$ cat src/rtl/nand_mpe_pkg.sv
package nand_mpe_pkg;
  localparam logic [7:0] OP_SETUP    = 8'h60;
  localparam logic [7:0] OP_QUEUE    = 8'hD1;
  localparam logic [7:0] OP_GO       = 8'hD0;
  localparam logic [7:0] OP_STAT     = 8'h70;
  localparam logic [7:0] OP_STAT_SEL = 8'h78;
  localparam logic [7:0] OP_RESET    = 8'hFF;

  localparam int STAT_RDY_BIT  = 6;
  localparam int STAT_ARDY_BIT = 5;
  localparam int STAT_FAIL_BIT = 0;

  typedef enum logic [1:0] {
    PH_READY,
    PH_SHORT,
    PH_ERASE,
    PH_REPORT
  } phase_e;
endpackage

$ cat src/rtl/nand_mpe_cmd_seq.sv
module nand_mpe_cmd_seq
  import nand_mpe_pkg::*;
#(
  parameter int ROW_BYTES  = 3,
  parameter int PAGE_BITS  = 6,
  parameter int BLOCK_BITS = 12
) (
  input  logic                  clk,
  input  logic                  rst_n,
  input  logic                  bus_we,
  input  logic                  cle,
  input  logic                  ale,
  input  logic [7:0]            din,
  input  logic                  accept,
  output logic                  cmd_strobe,
  output logic                  reset_hit,
  output logic                  stat_hit,
  output logic                  setup_hit,
  output logic                  queue_hit,
  output logic                  go_hit,
  output logic                  invalid_hit,
  output logic                  bad_hit,
  output logic [BLOCK_BITS-1:0] blk_out
);
  localparam int ROW_BITS = ROW_BYTES * 8;
  localparam int HI_BITS  = ROW_BITS - PAGE_BITS - BLOCK_BITS;
  localparam int CNT_W    = $clog2(ROW_BYTES + 1);

  logic                armed_q;
  logic [CNT_W-1:0]    cnt_q;
  logic [ROW_BITS-1:0] row_q;
  logic                addr_strobe;
  logic                full;
  logic                hi_set;
  logic                is_stat;

  assign cmd_strobe  = bus_we && cle;
  assign addr_strobe = bus_we && ale && !cle;
  assign full        = armed_q && (cnt_q == CNT_W'(ROW_BYTES));
  assign hi_set      = |row_q[ROW_BITS-1 -: HI_BITS];
  assign blk_out     = row_q[PAGE_BITS +: BLOCK_BITS];
  assign is_stat     = (din == OP_STAT) || (din == OP_STAT_SEL);

  always_comb begin
    reset_hit   = 1'b0;
    stat_hit    = 1'b0;
    setup_hit   = 1'b0;
    queue_hit   = 1'b0;
    go_hit      = 1'b0;
    invalid_hit = 1'b0;
    bad_hit     = 1'b0;
    if (cmd_strobe) begin
      case (din)
        OP_RESET:            reset_hit = 1'b1;
        OP_STAT, OP_STAT_SEL: stat_hit = 1'b1;
        OP_SETUP:            setup_hit = accept;
        OP_QUEUE, OP_GO: begin
          if (accept) begin
            if (!full)            invalid_hit = 1'b1;
            else if (hi_set)      bad_hit     = 1'b1;
            else if (din == OP_QUEUE) queue_hit = 1'b1;
            else                  go_hit      = 1'b1;
          end
        end
        default:             invalid_hit = accept;
      endcase
    end
  end

  always_ff @(posedge clk or negedge rst_n) begin
    if (!rst_n) begin
      armed_q <= 1'b0;
      cnt_q   <= '0;
      row_q   <= '0;
    end else if (cmd_strobe) begin
      if (din == OP_RESET) begin
        armed_q <= 1'b0;
      end else if (setup_hit) begin
        armed_q <= 1'b1;
        cnt_q   <= '0;
        row_q   <= '0;
      end else if (!is_stat && accept) begin
        armed_q <= 1'b0;
      end
    end else if (addr_strobe && armed_q && accept && (cnt_q < CNT_W'(ROW_BYTES))) begin
      row_q[int'(cnt_q)*8 +: 8] <= din;
      cnt_q <= cnt_q + 1'b1;
    end
  end
endmodule

$ cat src/rtl/nand_mpe_plane_q.sv
module nand_mpe_plane_q #(
  parameter int PLANE_BITS = 2,
  parameter int BLOCK_BITS = 12,
  localparam int PLANES    = 1 << PLANE_BITS
) (
  input  logic                                clk,
  input  logic                                rst_n,
  input  logic                                wr_en,
  input  logic [PLANE_BITS-1:0]               wr_plane,
  input  logic [BLOCK_BITS-1:0]               wr_block,
  input  logic                                clr,
  input  logic                                take_en,
  input  logic [PLANE_BITS-1:0]               take_plane,
  output logic [PLANES-1:0]                   valid_mask,
  output logic [PLANES-1:0][BLOCK_BITS-1:0]   blocks
);
  for (genvar g = 0; g < PLANES; g++) begin : g_plane
    always_ff @(posedge clk or negedge rst_n) begin
      if (!rst_n) begin
        valid_mask[g] <= 1'b0;
        blocks[g]     <= '0;
      end else if (clr) begin
        valid_mask[g] <= 1'b0;
      end else if (wr_en && (wr_plane == PLANE_BITS'(g))) begin
        valid_mask[g] <= 1'b1;
        blocks[g]     <= wr_block;
      end else if (take_en && (take_plane == PLANE_BITS'(g))) begin
        valid_mask[g] <= 1'b0;
      end
    end
  end
endmodule

$ cat src/rtl/nand_mpe_timer.sv
module nand_mpe_timer #(
  parameter int CNT_W = 8
) (
  input  logic             clk,
  input  logic             rst_n,
  input  logic             start,
  input  logic [CNT_W-1:0] len_m1,
  input  logic             abort,
  output logic             running,
  output logic             done
);
  logic [CNT_W-1:0] cnt_q;

  assign done = running && (cnt_q == '0);

  always_ff @(posedge clk or negedge rst_n) begin
    if (!rst_n) begin
      running <= 1'b0;
      cnt_q   <= '0;
    end else if (abort) begin
      running <= 1'b0;
    end else if (start) begin
      running <= 1'b1;
      cnt_q   <= len_m1;
    end else if (done) begin
      running <= 1'b0;
    end else if (running) begin
      cnt_q <= cnt_q - 1'b1;
    end
  end
endmodule

$ cat src/rtl/nand_mpe_pick.sv
module nand_mpe_pick #(
  parameter int PLANE_BITS = 2,
  localparam int PLANES    = 1 << PLANE_BITS
) (
  input  logic [PLANES-1:0]     mask,
  output logic                  any,
  output logic [PLANE_BITS-1:0] idx
);
  always_comb begin
    any = |mask;
    idx = '0;
    for (int i = PLANES - 1; i >= 0; i--) begin
      if (mask[i]) idx = PLANE_BITS'(i);
    end
  end
endmodule

$ cat src/rtl/nand_mp_erase.sv
module nand_mp_erase
  import nand_mpe_pkg::*;
#(
  parameter int PLANE_BITS = 2,
  parameter int BLOCK_BITS = 12,
  parameter int PAGE_BITS  = 6,
  parameter int ROW_BYTES  = 3,
  parameter int SHORT_BUSY = 12,
  parameter int ERASE_BUSY = 40
) (
  input  logic                  clk,
  input  logic                  rst_n,
  input  logic                  bus_we,
  input  logic                  cle,
  input  logic                  ale,
  input  logic [7:0]            din,
  output logic                  rdy,
  output logic                  ardy,
  output logic                  rb_drive_low,
  output logic                  stat_en,
  output logic [7:0]            stat_byte,
  output logic                  ev_valid,
  input  logic                  ev_ready,
  output logic [PLANE_BITS-1:0] ev_plane,
  output logic [BLOCK_BITS-1:0] ev_block
);
  localparam int PLANES = 1 << PLANE_BITS;
  localparam int MAXB   = (SHORT_BUSY > ERASE_BUSY) ? SHORT_BUSY : ERASE_BUSY;
  localparam int TW     = $clog2(MAXB + 1);

  phase_e phase_q;
  logic   fail_q;
  logic   stat_en_q;

  logic cmd_strobe, reset_hit, stat_hit, setup_hit;
  logic queue_hit, go_hit, invalid_hit, bad_hit;
  logic [BLOCK_BITS-1:0] blk;

  logic [PLANES-1:0]                 vmask;
  logic [PLANES-1:0][BLOCK_BITS-1:0] blocks;
  logic                              any_q;
  logic [PLANE_BITS-1:0]             pick_idx;
  logic                              take;
  logic                              t_running, t_done;

  assign rdy          = (phase_q == PH_READY);
  assign ardy         = (phase_q == PH_READY);
  assign rb_drive_low = (phase_q != PH_READY);

  nand_mpe_cmd_seq #(
    .ROW_BYTES(ROW_BYTES), .PAGE_BITS(PAGE_BITS), .BLOCK_BITS(BLOCK_BITS)
  ) u_seq (
    .clk(clk), .rst_n(rst_n), .bus_we(bus_we), .cle(cle), .ale(ale), .din(din),
    .accept(rdy), .cmd_strobe(cmd_strobe), .reset_hit(reset_hit),
    .stat_hit(stat_hit), .setup_hit(setup_hit), .queue_hit(queue_hit),
    .go_hit(go_hit), .invalid_hit(invalid_hit), .bad_hit(bad_hit), .blk_out(blk)
  );

  nand_mpe_plane_q #(.PLANE_BITS(PLANE_BITS), .BLOCK_BITS(BLOCK_BITS)) u_q (
    .clk(clk), .rst_n(rst_n),
    .wr_en(queue_hit || go_hit), .wr_plane(blk[PLANE_BITS-1:0]), .wr_block(blk),
    .clr(reset_hit || invalid_hit || bad_hit),
    .take_en(take), .take_plane(pick_idx),
    .valid_mask(vmask), .blocks(blocks)
  );

  nand_mpe_timer #(.CNT_W(TW)) u_tmr (
    .clk(clk), .rst_n(rst_n), .start(queue_hit || go_hit),
    .len_m1(queue_hit ? TW'(SHORT_BUSY - 1) : TW'(ERASE_BUSY - 1)),
    .abort(reset_hit), .running(t_running), .done(t_done)
  );

  nand_mpe_pick #(.PLANE_BITS(PLANE_BITS)) u_pick (
    .mask(vmask), .any(any_q), .idx(pick_idx)
  );

  assign ev_valid = (phase_q == PH_REPORT) && any_q;
  assign ev_plane = pick_idx;
  assign ev_block = blocks[pick_idx];
  assign take     = ev_valid && ev_ready;

  always_ff @(posedge clk or negedge rst_n) begin
    if (!rst_n) begin
      phase_q <= PH_READY;
    end else if (reset_hit) begin
      phase_q <= PH_READY;
    end else begin
      case (phase_q)
        PH_READY:  if (queue_hit) phase_q <= PH_SHORT;
                   else if (go_hit) phase_q <= PH_ERASE;
        PH_SHORT:  if (t_done || !t_running) phase_q <= PH_READY;
        PH_ERASE:  if (t_done || !t_running) phase_q <= PH_REPORT;
        PH_REPORT: if (!any_q) phase_q <= PH_READY;
        default:   phase_q <= PH_READY;
      endcase
    end
  end

  always_ff @(posedge clk or negedge rst_n) begin
    if (!rst_n) begin
      fail_q    <= 1'b0;
      stat_en_q <= 1'b0;
    end else begin
      if (reset_hit || setup_hit) fail_q <= 1'b0;
      else if (bad_hit)           fail_q <= 1'b1;
      if (cmd_strobe) stat_en_q <= stat_hit;
    end
  end

  assign stat_en = stat_en_q;

  always_comb begin
    stat_byte = 8'h00;
    if (stat_en_q) begin
      stat_byte[STAT_RDY_BIT]  = rdy;
      stat_byte[STAT_ARDY_BIT] = ardy;
      stat_byte[STAT_FAIL_BIT] = fail_q;
    end
  end
endmodule

$ cat config.mk
export PLATFORM = sky130hd
export DESIGN_NAME = nand_mp_erase
export DESIGN_NICKNAME = d
export VERILOG_FILES = /design/src/rtl/nand_mpe_pkg.sv /design/src/rtl/nand_mpe_cmd_seq.sv /design/src/rtl/nand_mpe_plane_q.sv /design/src/rtl/nand_mpe_timer.sv /design/src/rtl/nand_mpe_pick.sv /design/src/rtl/nand_mp_erase.sv
export SDC_FILE = /design/constraint.sdc
export NUM_CORES = 1
export LEC_CHECK = 0
export BUFFER_PORTS_ARGS = -buffer_cell sky130_fd_sc_hd__buf_4
export CAP_MARGIN = 20
export CORE_AREA = 2 2 95 97
export DETAILED_ROUTE_END_ITERATION = 8
export DIE_AREA = 0 0 97 99
export PLACE_DENSITY = 0.75
export SETUP_SLACK_MARGIN = 0.3
export SYNTH_ARGS = -nofsm -noshare
export SYNTH_HDL_FRONTEND = slang
export SYNTH_HIERARCHICAL = 1
export SYNTH_SLANG_ARGS = --single-unit
export TNS_END_PERCENT = 20
$ cat constraint.sdc
create_clock -name clk -period 6 [get_ports clk]
set_input_delay 1.2 -clock clk [delete_from_list [all_inputs] [get_ports clk]]
set_output_delay 1.2 -clock clk [all_outputs]
set_load 0.03 [all_outputs]
==> flow_summary.ini, run 1 <==
[sta]
timing.final.max_slew_violations = 0
unrepaired_setup_endpoints_after_global_routing = no
tns_ns = 0
fin_worst_skew_ns = 0.00828
post-route-period-util_pct = 62.8
report.final.setup_viol = 0
layout_min_cycle_time_ns = 3.77
slew_headroom_pct = 29.2
timing_hold_violations_final = 0
fmax_mhz = 265
timing.final.ws_setup_ns = 2.23
hold-worst-slack_ns = 0.512
max_slew.worst_pin.slew_ns = 1.06

[status]
outcome = finished, final reports clean

[grt]
largest_net_degree_at_the_start_of_global_routing = 85
top_usage_layer = met2
gr-usage-all-layers_pct = 18.6
grt_pass1_vias = 2901
grt_antenna_before_repair = 0
gr_met3_demand_resource_pct = 3.90
leftover_overflow_at_the_end_of_global_routing = 0
groute.layer.met2.usage_pct = 29.3
grt_pass1_wl_mm = 14.4
grtUsageMet1_pct = 26.0

[pwr]
worst_ir_drop_vdd_v = 0.000134
power.leakage_nw = 2.40
seq_power_share_pct = 57.6
internal-power_uw = 768
power.share.combinational_pct = 8.0
power.density_nw_per_um2 = 213
pwr-share-clk_pct = 34.4
p_total_mw = 1.05
netSwitchingPower_uw = 286
sw_frac_of_total_pct = 27.1

[detailed_routing]
route.detailed.drc = 0
vias = 2823
route.antenna.remaining_nets = 0
first_pass_drt_iterations = 4
number_of_drc_markers_after_the_initial_detailed_route_iteration = 118
avgRoutedWirePerCell_um = 16.7
routed_via_density = 5.57
drt-total-wl_mm = 8.46

[synthesis]
yosys.cell_types.count = 61
synthesis.area_um2 = 4530
synth_async_sr_flop_share_pct = 100
synth_area_per_cell_um2 = 12.3
post_synth_inst_count = 369
synth_enable_flop_cells = 0
dominantRegCellSynth = sky130_fd_sc_hd__dfrtp_1
synth_seq_cells = 84
synth.yosys.warnings = 6
sequential_area_share_after_synthesis_pct = 46.4

[critical_path]
largest_fanout_of_any_net_on_the_critical_path = 13
criticalPathCategory = input pin to register
critical_path_launch_point_type = input pin
end_kind = register
worst_ep_arrival_time_ns = 4.01
worst-endpoint-required_ns = 6.24

[cts]
post_cts_resize_count = 0
cts_setup_buffers = 0
post_cts_hold_buffer_count = 0
worst_setup_hold_path_clk_slew_ns = 0.09
ctsHtreeMaxLevel = 3
cts_tree = yes
cts_made_buffers = 9
clock-root-buffer = sky130_fd_sc_hd__clkbuf_8
cts_sinks = 84
cts_max_path_buffers = 2
clk_latency_ns = 0.35

[floorplanning]
io_pins = 41
design.die.area_um2 = 9600
placementRows = 34
initial_standard_cell_utilization_of_the_core_pct = 53.0
die_width_um = 97
chipHeight_um = 99
fp.coreArea_um2 = 8550

[finish]
post_route_cells_drive_above_1_share_pct = 32.1
area_growth_pct = 9.03
filler_cell_count = 707
final_cell_area_um2 = 4940
total_inserted_antenna_cells = 0
design.final.nets = 416

[flow_run]
max_cap_viol_count = 0

[placed_design]
place_worst_setup_slack_ns = 1.89
placement.cell_area_um2 = 4740
place.port_buffers = 35
gpl_congestion = 0.916
dpl.hpwl_mm = 5.96

[min_path]
worstHoldPathType = register to register
## layer usage
metal / up-vias / part of all wire (%) / routed length, um
li1: 1324 / - / -
met1: 1418 / 48 / 4040
met2: 65 / 47 / 3940
met3: 16 / 4.0 / 338
met4: 0 / 1.7 / 143
met5: - / 0 / 0
## cell families after synthesis
family,synth area share (%)
AO/OA/AOI/OAI,5.38
XOR/XNOR,0.386
adder cells (fa/ha/maj),1.93
buffers and inverters,8.22
flip-flops,46.4
multiplexers,25.0
other,0.166
AND/OR/NAND/NOR,12.5
## cell usage in the layout, fill, tap and decap left out, drive strengths merged, types with 9 or more instances in the layout
| cell | instances |
|---|---|
| mux2i | 17 |
| mux4 | 12 |
| nand2 | 24 |
| buf | 39 |
| inv | 35 |
| clkbuf | 9 |
| nor2 | 12 |
| mux2 | 49 |
| nand3 | 9 |
| dfrtp | 84 |
## state kept, by name (all words and copies together), names as in the netlist
name,flops
u_q/blocks,48
u_seq/row_q,18
u_tmr/cnt_q,6
u_q/valid_mask,4
phase_q,2
u_seq/cnt_q,2
fail_q,1
stat_en,1
u_seq/armed_q,1
u_tmr/running,1
## worst max-delay path, stage by stage
cell                      delay (ns)
sky130_fd_sc_hd__buf_4          0.12
sky130_fd_sc_hd__nor2_1         0.17
sky130_fd_sc_hd__nand4_1        0.16
sky130_fd_sc_hd__or3_1          0.37
sky130_fd_sc_hd__nor3_1         0.32
sky130_fd_sc_hd__or2_2          0.33
sky130_fd_sc_hd__nor4b_4        0.90
sky130_fd_sc_hd__mux2_2         0.42
## Yosys cell counts, drive strengths merged, types with 2 or more instances
library cell,n,area (um2)
or3,3,18.8
mux2i,17,170
nand3,9,45.0
and4,3,26.3
ha,7,87.6
nor2b,3,18.8
and4bb,3,45.0
conb,2,7.51
nor4b,2,32.5
mux2,49,687
nand2,24,90.1
o21ai,8,40.0
and2,4,25.0
buf,30,241
or4,2,15.0
o211ai,2,15.0
nor2,12,45.0
a31o,3,26.3
a21o,2,16.3
mux4,12,278
a22oi,2,15.0
o31ai,3,22.5
nand3b,2,15.0
nand2b,4,25.0
a21oi,8,43.8
and3,7,45.1
nand4,2,18.8
dfrtp,84,2100
inv,34,128
nor3,8,40.0
## per-stage QoR
| step | instances | utilization, % |
|---|---|---|
| 6_report | 507 | 57.8 |
| 5_1_grt | 507 | 57.8 |
| 4_1_cts | 506 | 57.5 |
| 3_5_place_dp | 491 | 55.4 |
| 3_3_place_gp | 491 | 55.4 |
| 2_1_floorplan | 375 | - |
## power by group through the flow
stage | logic [mW] | registers (mW) | clock network [mW]
6_report | 0.0839 | 0.608 | 0.363
5_1_grt | 0.0951 | 0.611 | 0.394
4_1_cts | 0.0818 | 0.607 | 0.373
3_5_place_dp | 0.0813 | 0.619 | 0
3_3_place_gp | 0.0790 | 0.618 | 0
2_1_floorplan | 0.0706 | 0.604 | 0
## area by class of cell
type / count / area (um2) / area share (%)
tap: 108 / 135 / 2.73
inverter: 35 / 131 / 2.66
clock buffer: 9 / 124 / 2.51
clock inverter: 6 / 51.3 / 1.04
sequential: 84 / 2100 / 42.5
timing repair buffer: 39 / 313 / 6.33
multi-input combinational: 226 / 2090 / 42.2
## path summary, 6_finish.rpt
check                               start        endpoint  slack, ns  depth (start not counted)
setup reg to reg               phase_q[0]  u_q/blocks[11]       2.44                          7
hold reg to reg            u_q/blocks[32]  u_q/blocks[32]       0.51                          1
setup / recovery                   din[2]  u_q/blocks[11]       2.23                          8
min in group asynchronous           rst_n  u_q/blocks[44]       0.71                          1
max in group asynchronous           rst_n  u_tmr/cnt_q[5]       4.69                          2
hold / removal             u_q/blocks[32]  u_q/blocks[32]       0.51                          1
No activity file was read; power rests on OpenSTA's default activity.
==> run 2: changes to the inputs <==
--- a/config.mk
+++ b/config.mk
@@ -10,7 +10,7 @@
 export CORE_AREA = 2 2 95 97
 export DETAILED_ROUTE_END_ITERATION = 8
 export DIE_AREA = 0 0 97 99
-export PLACE_DENSITY = 0.75
+export PLACE_DENSITY = 0.78
 export SETUP_SLACK_MARGIN = 0.3
 export SYNTH_ARGS = -nofsm -noshare
 export SYNTH_HDL_FRONTEND = slang
==> constraint.sdc (replaced) <==
create_clock -name clk -period 3.28 [get_ports clk]
set_input_delay 0.656 -clock clk [delete_from_list [all_inputs] [get_ports clk]]
set_output_delay 0.656 -clock clk [all_outputs]
set_load 0.03 [all_outputs]
==> run 2 against run 1 <==
Against the previous run: count of clock-buffer cells in the layout unchanged; wire length increased by 6.5%; sequential power increased by 83%; total power increased by 90%; core utilization increased by 1.0 points; final cell count increased by 1.2%; clock power increased by 100%; critical path depth decreased by 4; highest routed layer unchanged; combinational power increased by 86%; first-iteration DRC count increased by 9.3%; critical path type is now register to primary output; register-to-register slack got worse by 1.9 ns; via count increased by 0.14%.
==> flow_summary.ini, run 2 (synthesis gave the netlist of run 1 again) <==
[finish]
final_cell_area_um2 = 5030
largestRegisters = u_q/blocks x48, u_seq/row_q x18, u_tmr/cnt_q x6
area_growth_pct = 10.9
most_common_library_cell_in_the_layout_ignoring_fill_and_taps = sky130_fd_sc_hd__dfrtp_1
largest_register_ff_count = 48
post_route_cells_drive_above_1_share_pct = 33.3
design.final.nets = 421
largest_register = u_q/blocks
most_frequent_cells_in_the_layout = 84 x sky130_fd_sc_hd__dfrtp_1, 42 x sky130_fd_sc_hd__buf_4, 36 x sky130_fd_sc_hd__mux2_4
total_inserted_antenna_cells = 0

[sta]
timing.final.max_slew_violations = 0
layout_min_cycle_time_ns = 2.91
timing_hold_violations_final = 0
unrepaired_setup_endpoints_after_global_routing = no
max_slew.worst_pin.slew_ns = 0.628
fmax_mhz = 343
tns_ns = 0
slew_headroom_pct = 57.9
report.final.setup_viol = 0
post-route-period-util_pct = 88.8
fin_worst_skew_ns = 0.0166

[status]
outcome = finished, final reports clean

[pwr]
power.leakage_nw = 2.45
sw_frac_of_total_pct = 28.8
power.share.combinational_pct = 7.8
worst_ir_drop_vdd_v = 0.000228
power.density_nw_per_um2 = 399
pwr-share-clk_pct = 36.8
seq_power_share_pct = 55.4
internal-power_mw = 1.43
netSwitchingPower_uw = 577

[placed_design]
placement.cell_area_um2 = 4780
place.port_buffers = 35
dpl.hpwl_mm = 6.22
gpl_congestion = 0.937

[critical_path]
criticalPathCategory = register to primary output
end_kind = primary output
max_stage_delay_ns = 0.58
worstPathCellList = nor3_2, buf_4, mux4_2, buf_4
worst-endpoint-required_ns = 2.62
largest_fanout_of_any_net_on_the_critical_path = 9
critical_path_launch_point_type = register
cp_slowest_cell = sky130_fd_sc_hd__nor3_2
timing.critical_path.mode_cell = sky130_fd_sc_hd__buf_4
worst_ep_arrival_time_ns = 2.26

[grt]
leftover_overflow_at_the_end_of_global_routing = 0
gr-usage-all-layers_pct = 19.6
largest_net_degree_at_the_start_of_global_routing = 85
grt_pass1_vias = 2958
grt_antenna_before_repair = 0
grt_pass1_wl_mm = 15.0

[detailed_routing]
first_pass_drt_iterations = 4
number_of_drc_markers_after_the_initial_detailed_route_iteration = 129
route.antenna.remaining_nets = 0
vias = 2827
route.detailed.drc = 0
avgRoutedWirePerCell_um = 17.6
drt-total-wl_mm = 9.01
routed_via_density = 5.51

[floorplanning]
initial_standard_cell_utilization_of_the_core_pct = 53.0
die_width_um = 97
io_pins = 41
design.die.area_um2 = 9600
chipHeight_um = 99
placementRows = 34
fp.coreArea_um2 = 8550

[cts]
cts_sinks = 84
cts_made_buffers = 9
clk_latency_ns = 0.37
clock-root-buffer = sky130_fd_sc_hd__clkbuf_8
cts_tree = yes
worst_setup_hold_path_clk_slew_ns = 0.10
cts_max_path_buffers = 2
ctsHtreeMaxLevel = 3

[min_path]
worstHoldPathType = input pin to async pin

[flow_run]
max_cap_viol_count = 0
## run 2: cell count changes in the layout (fill, tap and decap cells not counted), sizes merged
cell	previous run	this run
inv	35	38
clkinvlp	3	0
clkinv	3	4
buf	39	44
## run 2: worst paths after layout
kind                                        start        endpoint  slack [ns]  cells after the start
worst max register to register         phase_q[1]  u_q/blocks[10]        0.51                      8
worst max-delay path            u_q/valid_mask[0]     ev_block[8]        0.37                      4
worst min-delay path                        rst_n  u_q/blocks[30]         0.1                      1
max in group asynchronous                   rst_n      phase_q[1]        2.58                      2
worst min register to register     u_q/blocks[14]  u_q/blocks[14]        0.51                      1
min in group clk                   u_q/blocks[14]  u_q/blocks[14]        0.51                      1
## run 2: per-stage QoR
step                total power, mW  instances  hold WS (ns)  setup slack, ns  utilization, %
finish                         2.01        513        0.0975            0.368            58.8
global route                   2.10        513        0.0777            0.302            58.8
CTS                            2.02        510         0.490            0.321            58.3
detailed placement             1.28        494         0.494            0.320            55.9
global placement               1.27        494         0.484            0.382            55.9
floorplan                      1.23        375         0.360            0.436               -
## run 2: metal layers
layer / track usage, % / up-vias / wire (um)
met2: 31.5 / 68 / 4340
met1: 26.5 / 1413 / 4240
li1: - / 1335 / -
met4: 6.39 / 0 / 125
met5: 0 / - / 0
met3: 4.40 / 11 / 310
## run 2: final cells by class
| class | count | area (um2) |
|---|---|---|
| Fill cell | 670 | 3520 |
| Timing Repair Buffer | 44 | 363 |
| Tap cell | 108 | 135 |
| Inverter | 35 | 131 |
| Sequential cell | 84 | 2100 |
| Clock inverter | 7 | 76.3 |
| Clock buffer | 9 | 124 |
| Multi-Input combinational cell | 226 | 2100 |
## run 2: power groups by stage
stage | Sequential (mW) | Combinational (mW) | Clock [mW]
after floorplan | 1.11 | 0.129 | 0
after global placement | 1.13 | 0.145 | 0
after detailed placement | 1.13 | 0.151 | 0
after CTS | 1.11 | 0.151 | 0.760
after global routing | 1.12 | 0.176 | 0.809
final | 1.11 | 0.156 | 0.739
## run 2: what timing repair did
item	in CTS	in global routing
pin swaps	0	1
setup buffers	0	2
setup endpoints to repair	8	8
hold buffers	0	0
gates resized for setup	1	0
## run 2: worst max-delay path, delay by kind of cell, from the launching register on
kind	cells	cell delay, ns
buffers and inverters	2	0.50
flip-flops	1	0.47
multiplexers	1	0.34
AND/OR/NAND/NOR	1	0.58
